**config.mk**
```make
export PLATFORM = sky130hd
export DESIGN_NAME = csa_spec_adder
export DESIGN_NICKNAME = d
export VERILOG_FILES = /design/src/rtl/csa_pkg.sv /design/src/rtl/csa_block.sv /design/src/rtl/csa_predict.sv /design/src/rtl/csa_spec_adder.sv
export SDC_FILE = /design/constraint.sdc
export NUM_CORES = 1
export LEC_CHECK = 0
export BUFFER_PORTS_ARGS = -buffer_cell sky130_fd_sc_hd__buf_2
export CAP_MARGIN = 20
export CORE_ASPECT_RATIO = 0.75
export CORE_UTILIZATION = 50
export DETAILED_ROUTE_END_ITERATION = 10
export GPL_TIMING_DRIVEN = 0
export HOLD_SLACK_MARGIN = 0.15
export PLACE_DENSITY = 0.71
export SYNTH_ARGS = -nofsm -noshare
export SYNTH_HDL_FRONTEND = slang
export SYNTH_HIERARCHICAL = 1
export SYNTH_SLANG_ARGS = --single-unit
```
**constraint.sdc**
```tcl
create_clock -name clk -period 3.6 [get_ports clk]
set_input_delay 0.72 -clock clk [delete_from_list [all_inputs] [get_ports clk]]
set_output_delay 0.72 -clock clk [all_outputs]
set_load 0.02 [all_outputs]
```
**src/rtl/csa_pkg.sv**
```systemverilog
package csa_pkg;

    // Results of one slice for both possible carry-ins.
    typedef struct packed {
        logic c_zero;
        logic c_one;
    } carry_pair_t;

    // Carry out of bit window [lo..hi] with zero carry entering at lo.
    function automatic logic window_carry(input logic [63:0] a,
                                          input logic [63:0] b,
                                          input int unsigned lo,
                                          input int unsigned hi);
        logic c;
        c = 1'b0;
        for (int unsigned i = 0; i < 64; i++) begin
            if (i >= lo && i <= hi) begin
                c = (a[i] & b[i]) | ((a[i] ^ b[i]) & c);
            end
        end
        return c;
    endfunction

endpackage

```
**src/rtl/csa_block.sv**
```systemverilog
module csa_block #(
    parameter int BW = 8
) (
    input  logic [BW-1:0]         a,
    input  logic [BW-1:0]         b,
    output logic [BW-1:0]         sum_c0,
    output logic [BW-1:0]         sum_c1,
    output csa_pkg::carry_pair_t  cout
);
    logic [BW:0] tot0;
    logic [BW:0] tot1;

    always_comb begin
        tot0 = {1'b0, a} + {1'b0, b};
        tot1 = {1'b0, a} + {1'b0, b} + {{BW{1'b0}}, 1'b1};
    end

    assign sum_c0      = tot0[BW-1:0];
    assign sum_c1      = tot1[BW-1:0];
    assign cout.c_zero = tot0[BW];
    assign cout.c_one  = tot1[BW];
endmodule

```
**src/rtl/csa_predict.sv**
```systemverilog
module csa_predict #(
    parameter int BW = 8,
    parameter int PK = 4
) (
    input  logic [BW-1:0] a,
    input  logic [BW-1:0] b,
    output logic          guess
);
    localparam int unsigned LO = BW - PK;
    localparam int unsigned HI = BW - 1;

    logic [63:0] a_ext;
    logic [63:0] b_ext;

    always_comb begin
        a_ext = '0;
        b_ext = '0;
        a_ext[BW-1:0] = a;
        b_ext[BW-1:0] = b;
        guess = csa_pkg::window_carry(a_ext, b_ext, LO, HI);
    end
endmodule

```
**src/rtl/csa_spec_adder.sv**
```systemverilog
module csa_spec_adder #(
    parameter int WIDTH = 32,
    parameter int BLK   = 8,
    parameter int PK    = 4
) (
    input  logic             clk,
    input  logic             rst,
    input  logic             in_valid,
    output logic             in_ready,
    input  logic [WIDTH-1:0] in_a,
    input  logic [WIDTH-1:0] in_b,
    output logic             out_valid,
    output logic [WIDTH-1:0] out_sum,
    output logic             out_cout,
    output logic             out_err
);
    import csa_pkg::*;

    localparam int NB = WIDTH / BLK;

    initial begin
        if (WIDTH % BLK != 0 || NB < 2 || PK < 1 || PK > BLK || BLK > 64)
            $error("csa_spec_adder: bad parameter set");
    end

    // Operand stage
    logic [WIDTH-1:0] a_q, b_q;
    logic             vld_q;
    logic             fix_q;

    // Slice results
    logic [BLK-1:0] s0   [NB];
    logic [BLK-1:0] s1   [NB];
    carry_pair_t    cp   [NB];
    logic [NB-1:0]  guess;       // guess[j] : carry predicted out of slice j
    logic [NB-1:0]  spec_cin;
    logic [NB-1:0]  spec_cout;
    logic [NB-1:0]  err_vec;
    logic [NB:0]    true_c;
    logic [WIDTH-1:0] spec_sum, exact_sum;
    logic           any_err;
    logic           stall;

    for (genvar j = 0; j < NB; j++) begin : g_slice
        csa_block #(.BW(BLK)) u_blk (
            .a      (a_q[j*BLK +: BLK]),
            .b      (b_q[j*BLK +: BLK]),
            .sum_c0 (s0[j]),
            .sum_c1 (s1[j]),
            .cout   (cp[j])
        );

        if (j < NB - 1) begin : g_pred
            csa_predict #(.BW(BLK), .PK(PK)) u_pred (
                .a     (a_q[j*BLK +: BLK]),
                .b     (b_q[j*BLK +: BLK]),
                .guess (guess[j])
            );
        end else begin : g_top
            assign guess[j] = 1'b0;
        end

        if (j == 0) begin : g_low
            assign spec_cin[j] = 1'b0;
            assign err_vec[j]  = 1'b0;
        end else begin : g_up
            assign spec_cin[j] = guess[j-1];
            assign err_vec[j]  = guess[j-1] ^ spec_cout[j-1];
        end

        assign spec_cout[j]           = spec_cin[j] ? cp[j].c_one : cp[j].c_zero;
        assign spec_sum[j*BLK +: BLK] = spec_cin[j] ? s1[j] : s0[j];

        // Recovery chain: true carries rippled slice by slice
        assign true_c[j+1]             = true_c[j] ? cp[j].c_one : cp[j].c_zero;
        assign exact_sum[j*BLK +: BLK] = true_c[j] ? s1[j] : s0[j];


        blk_inc_chk: assert property (@(posedge clk) disable iff (rst)
            {cp[j].c_one, s1[j]} == {cp[j].c_zero, s0[j]} + {{BLK{1'b0}}, 1'b1});
    end

    assign true_c[0] = 1'b0;
    assign any_err   = |err_vec;
    assign stall     = vld_q && !fix_q && any_err;
    assign in_ready  = !stall;

    // Operand register stage
    always_ff @(posedge clk) begin
        if (rst) begin
            vld_q <= 1'b0;
            fix_q <= 1'b0;
            a_q   <= '0;
            b_q   <= '0;
        end else begin
            fix_q <= stall;
            if (in_ready) begin
                vld_q <= in_valid;
                if (in_valid) begin
                    a_q <= in_a;
                    b_q <= in_b;
                end
            end
        end
    end

    // Result registers
    always_ff @(posedge clk) begin
        if (rst) begin
            out_valid <= 1'b0;
            out_sum   <= '0;
            out_cout  <= 1'b0;
            out_err   <= 1'b0;
        end else begin
            out_valid <= vld_q && !stall;
            if (vld_q && !stall) begin
                out_sum  <= fix_q ? exact_sum      : spec_sum;
                out_cout <= fix_q ? true_c[NB]     : spec_cout[NB-1];
                out_err  <= fix_q;
            end else begin
                out_err  <= 1'b0;
            end
        end
    end


    stall_hold_chk: assert property (@(posedge clk) disable iff (rst)
        stall |=> fix_q && vld_q && $stable(a_q) && $stable(b_q) && in_ready);


    fix_out_chk: assert property (@(posedge clk) disable iff (rst)
        fix_q |=> out_valid && out_err);


    fix_exact_chk: assert property (@(posedge clk) disable iff (rst)
        fix_q |=> {out_cout, out_sum} == $past({1'b0, a_q}) + $past({1'b0, b_q}));


    spec_exact_chk: assert property (@(posedge clk) disable iff (rst)
        (vld_q && !fix_q && !any_err) |=>
            out_valid && !out_err &&
            {out_cout, out_sum} == $past({1'b0, a_q}) + $past({1'b0, b_q}));


    idle_out_chk: assert property (@(posedge clk) disable iff (rst)
        !vld_q |=> !out_valid);


    err_valid_chk: assert property (@(posedge clk) disable iff (rst)
        out_err |-> out_valid);
endmodule

```
==> impl_metrics.toml <==
[run_status]
status = "finished with violations"
violations = "setup timing"

[grt]
use_met1 = 0.357
grt_max_degree = 16
globalRoute.totalOverflow = 0
grtUsageMet3 = 0.0428
antenna_found_initial = 0
first_global_vias = 5467
grt_pass1_wl_um = 27800
grt_usage = 0.272
grt_util_met2 = 0.458
busiest_layer = "met2"

[timing]
slew_headroom = 0.518
max_freq_ghz = 0.264
finalSetupViolCount = 3
fin_ws_ns = -0.187
fin_crit_sh = 1.05
tightest_slew_ns = 0.709
drv_slew = 0
min_period_ns = 3.79
rsz0062_at_grt = "true"
final-hold-violation-count = 0
skew_ns = 0.00745
fin_setup_tns_ns = -0.193

[drt]
vias = 5710
first_pass_iters = 5
drtAntennaViolNets = 0
avgViaCountPerCell = 5.73
wl_per_cell_um = 17.7
drc = 0
first_iter_violations = 368
finalWirelength_um = 17600

[critical_path]
worstPathCellList = "ha_4 -> inv_2 -> fa_2 -> nand2b_4 -> a21oi_4 -> o21ai_2 -> a211oi_2 -> nand4_1 -> xnor2_2 -> mux2i_2 -> xnor2_2 -> o21ai_4 -> buf_6 -> buf_6"
cpMaxStageDelayCell = "dfxtp_2"
path_max_fanout = 3
reg2reg_setup_slack_ns = 0
max_stage_delay_ns = 0.37
endpoint_kind = "primary output"
criticalPathCategory = "register to primary output"
start_kind = "register"
cp.arrival_ns = 3.07
required_ns = 2.88

[placed_design]
finalWeightedCongestion = 0.920
place_hpwl_um = 12900
io_buffers = 101
placedCellCount = 959

[clocking]
clk_path_buf_depth = 2
clkTransAtPathRegs_ns = 0.07
cts_hold_buffers = 0
clockRootBuffer = "clkbuf_16"
clkLatencyLatePin_ns = 0.35
htree_levels = 3
clock_sinks = 101
tritoncts = "yes"
cts_buffers = 9

[yosys]
yosysWarningCount = 6
syn_area_mm2 = 0.00632
syn-num-nets = 807
syn_inst = 692
synth.avg_cell_area_um2 = 9.13

[floorplan]
ioPinCount = 103
core_area_mm2 = 0.0123
dieHeight_um = 99.4
fp-row-count = 35
die_area_mm2 = 0.0131
die_w_um = 132
start_util = 0.514

[cells_and_area]
drive_gt1_frac = 0.294
final_common_cell = "buf_2"
layout_common_cells = "102 x buf_2, 94 x dfxtp_1, 70 x nand2b_1"
syn_to_final_growth_pct = 24.7
final_cells = 996
n_antenna_cell = 0
layout.nets = 940

[power_and_ir_drop]
p_leak_nw = 3.43
peakVddDrop_mv = 0.273
p_per_area_mw_per_mm2 = 369

[worst_hold_path]
worstHoldPathType = "register to register"

[job]
cap_violations = 0
routing by layer:
layer | part of all wire | vias to the layer above
li1 | - | 2748
met1 | 0.46 | 2737
met2 | 0.46 | 197
met3 | 0.053 | 28
met4 | 0.023 | 0
met5 | 0 | -
sequential cells by signal, indices dropped and copies added (netlist names):
| register | flops |
|---|---|
| a_q | 32 |
| b_q | 32 |
| out_sum | 32 |
| fix_q | 1 |
| out_cout | 1 |
| out_err | 1 |
| out_valid | 1 |
| vld_q | 1 |
metrics by stage:
step	setup WS, ns	hold slack, ns	utilization	cell area, µm²	total power, mW
finish	-0.187	0.477	0.640	7880	2.91
global route	-0.299	0.493	0.640	7880	3.05
CTS	-0.214	0.469	0.620	7630	2.86
detailed placement	-0.437	0.461	0.572	7030	1.92
global placement	-0.302	0.459	0.572	7030	1.90
floorplan	0.214	0.410	-	6320	1.73
what timing repair did:
item | 4_1_cts | 5_1_grt
buffers inserted | 13 | 8
resized for setup | 48 | 35
gates cloned | 2 | 1
setup endpoints to repair | 44 | 36
pin swaps | 16 | 17
critical path: cells and delay by family (launching register included):
family | cells | cell delay, ns
compound gates | 4 | 0.59
xor+xnor | 2 | 0.35
fa+ha+maj | 2 | 0.48
buf+inv | 3 | 0.27
flops | 1 | 0.37
mux | 1 | 0.27
simple gates | 2 | 0.37
power by group:
group | internal [mW] | leakage, nW | switching, mW | total, mW
Clock | 0.468 | 0.123 | 0.429 | 0.897
Combinational | 0.338 | 2.47 | 0.417 | 0.755
Sequential | 1.20 | 0.834 | 0.0565 | 1.25
Total | 2.00 | 3.43 | 0.902 | 2.91
layout make-up:
type	instances	area (µm²)
sequential	101	2030
clock inverter	4	25.0
tap	166	208
timing repair buffer	122	731
buffer	48	333
fill	1068	4420
multi-input combinational	514	4210
inverter	29	109
clock buffer	12	236
worst paths after layout:
kind	from	endpoint	cells after the start
max	b_q[16]$_SDFFE_PP0P_	in_ready	14
min reg2reg	b_q[24]$_SDFFE_PP0P_	b_q[24]$_SDFFE_PP0P_	2
max reg2reg	b_q[16]$_SDFFE_PP0P_	out_sum[17]$_SDFFE_PP0P_	18
min	b_q[24]$_SDFFE_PP0P_	b_q[24]$_SDFFE_PP0P_	2
Note: power is estimated with default switching activity, not from simulation.
